$ cat src/rtl/wbp_pkg.sv
package wbp_pkg;
  typedef enum logic [1:0] {
    CYC_INTERNAL = 2'b00,
    CYC_NONSEQ   = 2'b01,
    CYC_SEQ      = 2'b10,
    CYC_COPRO    = 2'b11
  } cyc_e;

  localparam int CTL_W = 3;

  localparam logic [2:0] OFF_AVAL  = 3'd0;
  localparam logic [2:0] OFF_AMASK = 3'd1;
  localparam logic [2:0] OFF_DVAL  = 3'd2;
  localparam logic [2:0] OFF_DMASK = 3'd3;
  localparam logic [2:0] OFF_CTL   = 3'd4;

  typedef struct packed {
    logic [CTL_W-1:0] msk;
    logic [CTL_W-1:0] val;
    logic             wp_mode;
    logic             en;
  } unit_ctl_t;
endpackage

$ cat src/rtl/wbp_mask_cmp.sv
module wbp_mask_cmp #(
  parameter int W = 32
) (
  input  logic [W-1:0] probe,
  input  logic [W-1:0] ref_val,
  input  logic [W-1:0] care_n,
  output logic         hit
);
  logic [W-1:0] diff;
  always_comb begin
    diff = (probe ^ ref_val) & ~care_n;
    hit  = (diff == '0);
  end
endmodule

$ cat src/rtl/wbp_match_unit.sv
module wbp_match_unit
  import wbp_pkg::*;
#(
  parameter int ADDR_W = 32,
  parameter int DATA_W = 32
) (
  input  logic              clk,
  input  logic              rst_n,
  input  logic              wr_en,
  input  logic [2:0]        wr_off,
  input  logic [DATA_W-1:0] wr_data,
  input  logic              ex_valid,
  input  logic [ADDR_W-1:0] ex_addr,
  input  logic              bus_valid,
  input  logic              bus_fetch,
  input  logic [ADDR_W-1:0] bus_addr,
  input  logic [DATA_W-1:0] bus_data,
  input  logic [CTL_W-1:0]  bus_ctl,
  output logic              bp_hit,
  output logic              wp_hit
);
  localparam int UCTL_W = $bits(unit_ctl_t);

  logic [ADDR_W-1:0] aval_q, amask_q;
  logic [DATA_W-1:0] dval_q, dmask_q;
  unit_ctl_t         ctl_q;

  always_ff @(posedge clk or negedge rst_n) begin
    if (!rst_n) begin
      aval_q  <= '0;
      amask_q <= '0;
      dval_q  <= '0;
      dmask_q <= '0;
      ctl_q   <= '0;
    end else if (wr_en) begin
      case (wr_off)
        OFF_AVAL:  aval_q  <= wr_data[ADDR_W-1:0];
        OFF_AMASK: amask_q <= wr_data[ADDR_W-1:0];
        OFF_DVAL:  dval_q  <= wr_data;
        OFF_DMASK: dmask_q <= wr_data;
        OFF_CTL:   ctl_q   <= unit_ctl_t'(wr_data[UCTL_W-1:0]);
        default: ;
      endcase
    end
  end

  logic ex_addr_ok, bus_addr_ok, bus_data_ok, bus_ctl_ok;

  wbp_mask_cmp #(.W(ADDR_W)) u_cmp_exa (
    .probe(ex_addr), .ref_val(aval_q), .care_n(amask_q), .hit(ex_addr_ok));
  wbp_mask_cmp #(.W(ADDR_W)) u_cmp_bsa (
    .probe(bus_addr), .ref_val(aval_q), .care_n(amask_q), .hit(bus_addr_ok));
  wbp_mask_cmp #(.W(DATA_W)) u_cmp_bsd (
    .probe(bus_data), .ref_val(dval_q), .care_n(dmask_q), .hit(bus_data_ok));
  wbp_mask_cmp #(.W(CTL_W)) u_cmp_ctl (
    .probe(bus_ctl), .ref_val(ctl_q.val), .care_n(ctl_q.msk), .hit(bus_ctl_ok));

  always_comb begin
    bp_hit = ctl_q.en && !ctl_q.wp_mode && ex_valid && ex_addr_ok;
    wp_hit = ctl_q.en && ctl_q.wp_mode && bus_valid && !bus_fetch
             && bus_addr_ok && bus_data_ok && bus_ctl_ok;
  end
endmodule

$ cat src/rtl/wbp_halt_ctl.sv
module wbp_halt_ctl #(
  parameter int NUM_UNITS = 2
) (
  input  logic                 clk,
  input  logic                 rst_n,
  input  logic [NUM_UNITS-1:0] unit_hit,
  input  logic                 ext_req,
  input  logic                 exit_wr,
  output logic                 dbg_q,
  output logic [NUM_UNITS:0]   cause_q
);
  logic [NUM_UNITS:0] src;
  logic               entry;

  always_comb begin
    src   = {ext_req, unit_hit};
    entry = !dbg_q && (src != '0);
  end

  always_ff @(posedge clk or negedge rst_n) begin
    if (!rst_n) begin
      dbg_q   <= 1'b0;
      cause_q <= '0;
    end else if (dbg_q) begin
      if (exit_wr) begin
        dbg_q   <= 1'b0;
        cause_q <= '0;
      end
    end else if (entry) begin
      dbg_q   <= 1'b1;
      cause_q <= src;
    end
  end
endmodule

$ cat src/rtl/dual_wbp_unit.sv
module dual_wbp_unit
  import wbp_pkg::*;
#(
  parameter int NUM_UNITS = 2,
  parameter int ADDR_W    = 32,
  parameter int DATA_W    = 32
) (
  input  logic                           clk,
  input  logic                           rst_n,
  input  logic                           cfg_we,
  input  logic [$clog2(NUM_UNITS)+2:0]   cfg_addr,
  input  logic [DATA_W-1:0]              cfg_wdata,
  input  logic                           ex_valid,
  input  logic [ADDR_W-1:0]              ex_addr,
  input  logic                           bus_valid,
  input  logic                           bus_fetch,
  input  logic [ADDR_W-1:0]              bus_addr,
  input  logic [DATA_W-1:0]              bus_data,
  input  logic [CTL_W-1:0]               bus_ctl,
  input  logic [1:0]                     core_cyc,
  input  logic                           dbg_req,
  output logic                           halt_o,
  output logic [NUM_UNITS:0]             dbg_cause,
  output logic [1:0]                     mem_cyc
);
  localparam int CFG_AW = $clog2(NUM_UNITS) + 3;
  localparam int SEL_W  = CFG_AW - 3;
  localparam logic [CFG_AW-1:0] EXIT_ADDR = '1;

  logic                 exit_wr;
  logic [NUM_UNITS-1:0] bp_vec, wp_vec, hit_vec;
  logic                 dbg_q;

  assign exit_wr = cfg_we && (cfg_addr == EXIT_ADDR);

  for (genvar u = 0; u < NUM_UNITS; u++) begin : g_unit
    logic sel;
    assign sel = cfg_we && !exit_wr && (cfg_addr[CFG_AW-1:3] == SEL_W'(u));
    wbp_match_unit #(.ADDR_W(ADDR_W), .DATA_W(DATA_W)) u_match (
      .clk(clk), .rst_n(rst_n),
      .wr_en(sel), .wr_off(cfg_addr[2:0]), .wr_data(cfg_wdata),
      .ex_valid(ex_valid), .ex_addr(ex_addr),
      .bus_valid(bus_valid), .bus_fetch(bus_fetch),
      .bus_addr(bus_addr), .bus_data(bus_data), .bus_ctl(bus_ctl),
      .bp_hit(bp_vec[u]), .wp_hit(wp_vec[u]));
    assign hit_vec[u] = bp_vec[u] | wp_vec[u];
  end

  wbp_halt_ctl #(.NUM_UNITS(NUM_UNITS)) u_halt (
    .clk(clk), .rst_n(rst_n),
    .unit_hit(hit_vec), .ext_req(dbg_req), .exit_wr(exit_wr),
    .dbg_q(dbg_q), .cause_q(dbg_cause));

  always_comb begin
    halt_o  = dbg_q || (bp_vec != '0);
    mem_cyc = halt_o ? CYC_INTERNAL : core_cyc;
  end
endmodule

$ cat config.mk
export PLATFORM = sky130hd
export DESIGN_NAME = dual_wbp_unit
export DESIGN_NICKNAME = d
export VERILOG_FILES = /design/src/rtl/wbp_pkg.sv /design/src/rtl/wbp_mask_cmp.sv /design/src/rtl/wbp_match_unit.sv /design/src/rtl/wbp_halt_ctl.sv /design/src/rtl/dual_wbp_unit.sv
export SDC_FILE = /design/constraint.sdc
export NUM_CORES = 1
export LEC_CHECK = 0
export BUFFER_PORTS_ARGS = -buffer_cell sky130_fd_sc_hd__buf_2
export CORE_ASPECT_RATIO = 1.1
export CORE_MARGIN = 2
export CORE_UTILIZATION = 43
export CTS_BUF_LIST = sky130_fd_sc_hd__clkbuf_8
export DETAILED_ROUTE_END_ITERATION = 10
export PLACE_DENSITY = 0.66
export RECOVER_POWER = 100
export SETUP_SLACK_MARGIN = 0.15
export SYNTH_ARGS = -nofsm -noshare
export SYNTH_HDL_FRONTEND = slang
export SYNTH_SLANG_ARGS = --single-unit
export TNS_END_PERCENT = 100
$ cat constraint.sdc
create_clock -name clk -period 2.89 [get_ports clk]
set_input_delay 0.1445 -clock clk [delete_from_list [all_inputs] [get_ports clk]]
set_output_delay 0.1445 -clock clk [all_outputs]
set_load 0.05 [all_outputs]
# After elaboration in Yosys (flattened, before gate mapping)

Cells that the tools add are included.

Latch bits: 0
Input port bits: 144
Output and inout port bits: 6
Memory bits (writable): 0
Memories: 0
Register bits: 276
Bits in read-only memories: 0

Shifts and indexed selects: 0
Divide/modulo/power cells: 0
$lt $le $gt $ge: 0
Mux-type cells: 7
Multipliers: 0
Reductions and logical operators: 52
$add $sub $neg: 0
Bitwise logic cells: 25
Equality and inequality tests: 6

Operators by type and width:

| cell                                                 | number |
|---|---|
| bitwise AND 32 bit                                   | 6 |
| logical NOT 32 bit                                   | 6 |
| XOR 32 bit                                           | 6 |
| inverter 32 bit                                      | 4 |
| logical AND 1 bit                                    | 23 |
| AND reduction 2 bit                                  | 11 |
| logical NOT 3 bit                                    | 3 |
| two-way mux 3 bit                                    | 3 |
| bitwise AND 3 bit                                    | 2 |
| equality test 3 x 2 -> 1 bit (second input constant) | 2 |
| inverter 3 bit                                       | 2 |
| XOR 3 bit                                            | 2 |
| logical NOT 1 bit                                    | 5 |
| equality test 4 bit (second input constant)          | 1 |
| nonzero test 2 bit                                   | 2 |
| equality test 3 x 1 -> 1 bit (second input constant) | 1 |
| equality test 3 bit (second input constant)          | 1 |
| two-way mux 1 bit                                    | 3 |
| nonzero test 3 bit                                   | 1 |
| two-way mux 2 bit                                    | 1 |
| inequality test 2 bit (second input constant)        | 1 |
| bitwise OR 1 bit                                     | 2 |
| logical OR 1 bit                                     | 1 |
| inverter 1 bit                                       | 1 |

# Longest topological paths before layout

Depth in word-level cells: 11
Mapped depth: 7
Gate-level depth less buffers: 7

# Modules after synthesis

Synthesis repeated with hierarchy kept, for this count alone.

Cell total of the unflattened synthesis: 954
Area, all modules: 13,156.4 um^2

By module, submodules not included:

| module                                          | area an instance (um^2) | sequential area each (um^2) | instances | cells each |
|---|---|---|---|---|
| wbp_match_unit                                  | 5,158.7                 | 3,403.3                     | 2         | 296 |
| wbp_mask_cmp at g_unit[0].u_match.u_cmp_bsa ... | 414.1                   | 0.0                         | 6         | 53 |
| wbp_halt_ctl                                    | 195.2                   | 100.1                       | 1         | 19 |
| wbp_mask_cmp at g_unit[0].u_match.u_cmp_ctl ... | 47.5                    | 0.0                         | 2         | 7 |
| dual_wbp_unit                                   | 63.8                    | 0.0                         | 1         | 11 |

# Least setup slack after synthesis

No wires, ideal clock.

Path kind: register -> output
From: register g_unit[1].u_match.aval_q[19]
To: output port mem_cyc[0]
Stages on the path, launching flop included: 8
Path slack: 1,108 ps
Arrival: 1,637 ps
Path buffers: 0
Cells stage by stage: dfrtp_1 > xnor2_1 > o22ai_1 > nor4_1 > o211ai_1 > nor4_1 > nor3_1 > and2_1

Longest elaborated chain between the ends: 7

Ends and longest elaborated chain:

| item                   | RTL line             | source |
|---|---|---|
| from (decl)            | wbp_match_unit.sv:24 | `logic [ADDR_W-1:0] aval_q, amask_q;` |
| from (signal assigned) | wbp_match_unit.sv:37 | `OFF_AVAL: aval_q <= wr_data[ADDR_W-1:0];` |
| XOR 32 bit             | wbp_mask_cmp.sv:11   | `diff = (probe ^ ref_val) & ~care_n;` |
| bitwise AND 32 bit     | wbp_mask_cmp.sv:11   |  |
| logical NOT 32 bit     | wbp_mask_cmp.sv:12   | `hit = (diff == '0);` |
| logical AND 1 bit      | wbp_match_unit.sv:59 | `bp_hit = ctl_q.en && !ctl_q.wp_mode && ex_valid && ex_addr_ok;` |
| nonzero test 2 bit     | dual_wbp_unit.sv:55  | `halt_o = dbg_q \|\| (bp_vec != '0);` |
| logical OR 1 bit       | dual_wbp_unit.sv:55  |  |
| two-way mux 2 bit      | dual_wbp_unit.sv:56  | `mem_cyc = halt_o ? CYC_INTERNAL : core_cyc;` |
| to (decl)              | dual_wbp_unit.sv:24  | `output logic [1:0] mem_cyc` |

Every way passes these cells.

# Worst setup path in the final report

From: register g_unit[1].u_match.aval_q[2]
To: output port mem_cyc[0]

Same word-level chain as after synthesis.

==> flow_metrics.env <==
export IMPL_diodes=0
export IMPL_final_hold_violation_count=0
export IMPL_synth_area_per_cell_um2=13.45
export IMPL_clk_path_buf_depth=3
export IMPL_vias=8843
export IMPL_design_area_mm2=0.01550
export IMPL_htreeDepth=2
export IMPL_start_util_pct=43.83
export IMPL_critical_path_class="reg2out"
export IMPL_p_leak_nw=6.542
export IMPL_grt_max_degree=87
export IMPL_cp_required_ns=2.75
export IMPL_yosysTopAreaCellShare_pct=53.01
export IMPL_seq_area_mm2=0.006907
export IMPL_status="finished, violations left"
export IMPL_avgViaCountPerCell=5.593
export IMPL_powerDensity_mw_per_mm2=760.7
export IMPL_cp_end_kind="output pin"
export IMPL_drt_pass1_iter_count=5
export IMPL_clock_sinks=276
export IMPL_synth_area_top_cells="dfrtp_1 53%, mux2_2 23%, xnor2_1 13%"
export IMPL_io_pins=150
export IMPL_relSlewSlack_pct=-62.91
export IMPL_crit_path_start_kind="flop"
export IMPL_timing_fmax_mhz=365.9
export IMPL_grt_ovfl_total=0
export IMPL_yosys_warnings=0
export IMPL_drc=0
export IMPL_grt_pass1_vias=9239
export IMPL_dieArea_mm2=0.03171
export IMPL_grt_pass1_wl_mm=58.21
export IMPL_yosysTopAreaCell="dfrtp_1"
export IMPL_ir_worst_vdd_mv=0.3260
export IMPL_cts_root_buf="clkbuf_8"
export IMPL_clock_latency_ns=0.56
export IMPL_core_area_mm2=0.02973
export IMPL_die_height_um=186.6
export IMPL_dp_hpwl_mm=28.45
export IMPL_yosysSeqAreaShare_pct=53.01
export IMPL_ant_nets=0
export IMPL_min_path_type="in2reg"
export IMPL_wl_mm=38.25
export IMPL_skew_ns=0.01355
export IMPL_synth_net_count=1113
export IMPL_fin_tns_setup_ns=0
export IMPL_yosysMostFrequentCell="dfrtp_1"
export IMPL_yosys_top_cells_count="276 x dfrtp_1, 270 x mux2_2, 198 x xnor2_1"
export IMPL_gr_usage_all_layers_pct=24.61
export IMPL_rsz0062_at_grt="yes"
export IMPL_period_share_pct=94.57
export IMPL_mappedNetlistArea_mm2=0.01303
export IMPL_arrival_ns=2.59
export IMPL_syn2layout_area_growth_pct=18.99
export IMPL_portBuffers=149
export IMPL_ys_ff_latch=276
export IMPL_fillers=2651
export IMPL_synth_edf_count=0
export IMPL_ys_async_sr_fraction_pct=100.0
export IMPL_tightest_slew_ns=2.444
export IMPL_clk_pin_slew_ns=0.06
export IMPL_fin_crit_ns=2.733
export IMPL_cap_violations=4
export IMPL_setup_viol=0
export IMPL_ys_flop_type="dfrtp_1"
export IMPL_grt_antenna_before_repair=1
export IMPL_worstPathMaxFanout=3
export IMPL_die_width_um=170.0
export IMPL_drive_above_1_share_pct=42.92
export IMPL_numCtsBuffers=47
export IMPL_drv_slew=184
export IMPL_cts_tree="done"
export IMPL_placed_cell_area_mm2=0.01426
export IMPL_synthCells=969
export IMPL_failed_checks="max-capacitance violations, max-slew violations"
export IMPL_ys_types=33
export IMPL_drt_wirelength_per_cell_um=24.19
export IMPL_fin_nets=1320
export IMPL_place_congestion=0.9024
export IMPL_rows=66
export IMPL_multi_input_area_mm2=0.006072
export IMPL_first_iter_violations=664
==> per-stage QoR <==
| stage | total power, W | hold slack, ns | util [%] | cells | setup slack, ns |
|---|---|---|---|---|---|
| after floorplan | 0.007216 | -0.1511 | - | 969 | 1.109 |
| after global placement | 0.008246 | 0.2032 | 47.95 | 1473 | 0.6808 |
| after detailed placement | 0.008329 | 0.2056 | 47.95 | 1473 | 0.6835 |
| after CTS | 0.01179 | 0.0006704 | 52.08 | 1579 | 0.1539 |
| after global routing | 0.01234 | 0.01464 | 52.15 | 1581 | 0.05024 |
| final | 0.01179 | 0.01590 | 52.15 | 1581 | 0.1569 |
==> routing by layer <==
| layer | vias to the layer above | track usage (%) | part of all wire (%) |
|---|---|---|---|
| li1 | 3927 | - | - |
| met5 | - | 0 | 0 |
| met4 | 0 | 6.575 | 2.7 |
| met3 | 70 | 3.542 | 5.4 |
| met2 | 310 | 40.63 | 48 |
| met1 | 4536 | 34.06 | 43 |
==> state kept, by name, summed over array words and instances (netlist names) <==
signal	count
g_unit.u_match.amask_q	64
g_unit.u_match.aval_q	64
g_unit.u_match.ctl_q	16
g_unit.u_match.dmask_q	64
g_unit.u_match.dval_q	64
u_halt.cause_q	3
u_halt.dbg_q	1
==> cells in the final DEF (no fill, tap or decap), drive strengths merged, types with 7 or more instances in the layout <==
master / count
clkbuf: 80
dlygate4sd3: 26
nor2: 12
buf: 148
xnor2: 198
dfrtp: 276
nand2: 13
inv: 18
nand3: 7
mux2: 272
o22ai: 94
nor4: 24
==> area by class of cell <==
| cell class | count | area share (%) |
|---|---|---|
| Timing Repair Buffer | 194 | 7.353 |
| Sequential cell | 276 | 44.55 |
| Tap cell | 374 | 3.019 |
| Inverter | 2 | 0.04843 |
| Clock buffer | 60 | 5.327 |
| Clock inverter | 20 | 0.5327 |
| Multi-Input combinational cell | 655 | 39.17 |
==> critical path, stage by stage, from the launching register on <==
cell and delay, ns:
dfrtp_1 0.43, xnor2_2 0.26, o22ai_2 0.15, nor4_2 0.25, o211ai_1 0.16, nor4_1 0.35
nor3_2 0.12, and2_1 0.17, buf_6 0.15
==> power breakdown <==
group | internal (W) | leakage [nW] | total (W) | switching, W
clock | 0.00185 | 0.528 | 0.00341 | 0.00156
combinational | 0.00156 | 2.63 | 0.00289 | 0.00133
sequential | 0.00476 | 3.38 | 0.00550 | 0.000734
==> what timing repair did <==
action,in CTS,in global routing
hold buffers,26,0
buffers inserted,0,2
resized for setup,9,20
setup endpoints to repair,3,3
hold endpoints to repair,253,0
pin swaps,4,14
==> final timing paths <==
check,start,endpoint,slack (ns),depth (start not counted)
min,cfg_wdata[17],g_unit[0].u_match.dval_q[17]$_DFFE_PN0P_,0.02,2
min reg2reg,g_unit[0].u_match.dmask_q[6]$_DFFE_PN0P_,g_unit[0].u_match.dmask_q[6]$_DFFE_PN0P_,0.49,1
max in group asynchronous,rst_n,g_unit[1].u_match.dval_q[28]$_DFFE_PN0P_,0.58,3
max reg2reg,u_halt.dbg_q$_DFF_PN0_,u_halt.cause_q[2]$_DFFE_PN0P_,0.63,7
max,g_unit[1].u_match.aval_q[2]$_DFFE_PN0P_,mem_cyc[0],0.16,8
min in group asynchronous,rst_n,g_unit[0].u_match.amask_q[15]$_DFFE_PN0P_,0.80,2
==> kinds of logic after synthesis <==
logic type                synth area share, %
muxes                                   23.51
DFF                                     53.01
xor gates and xnor gates                13.31
buffers and inverters                   1.450
AOI/OAI and AO/OA                       5.291
and+or+nand+nor                         3.428
Power figures use the tool's default switching activity.
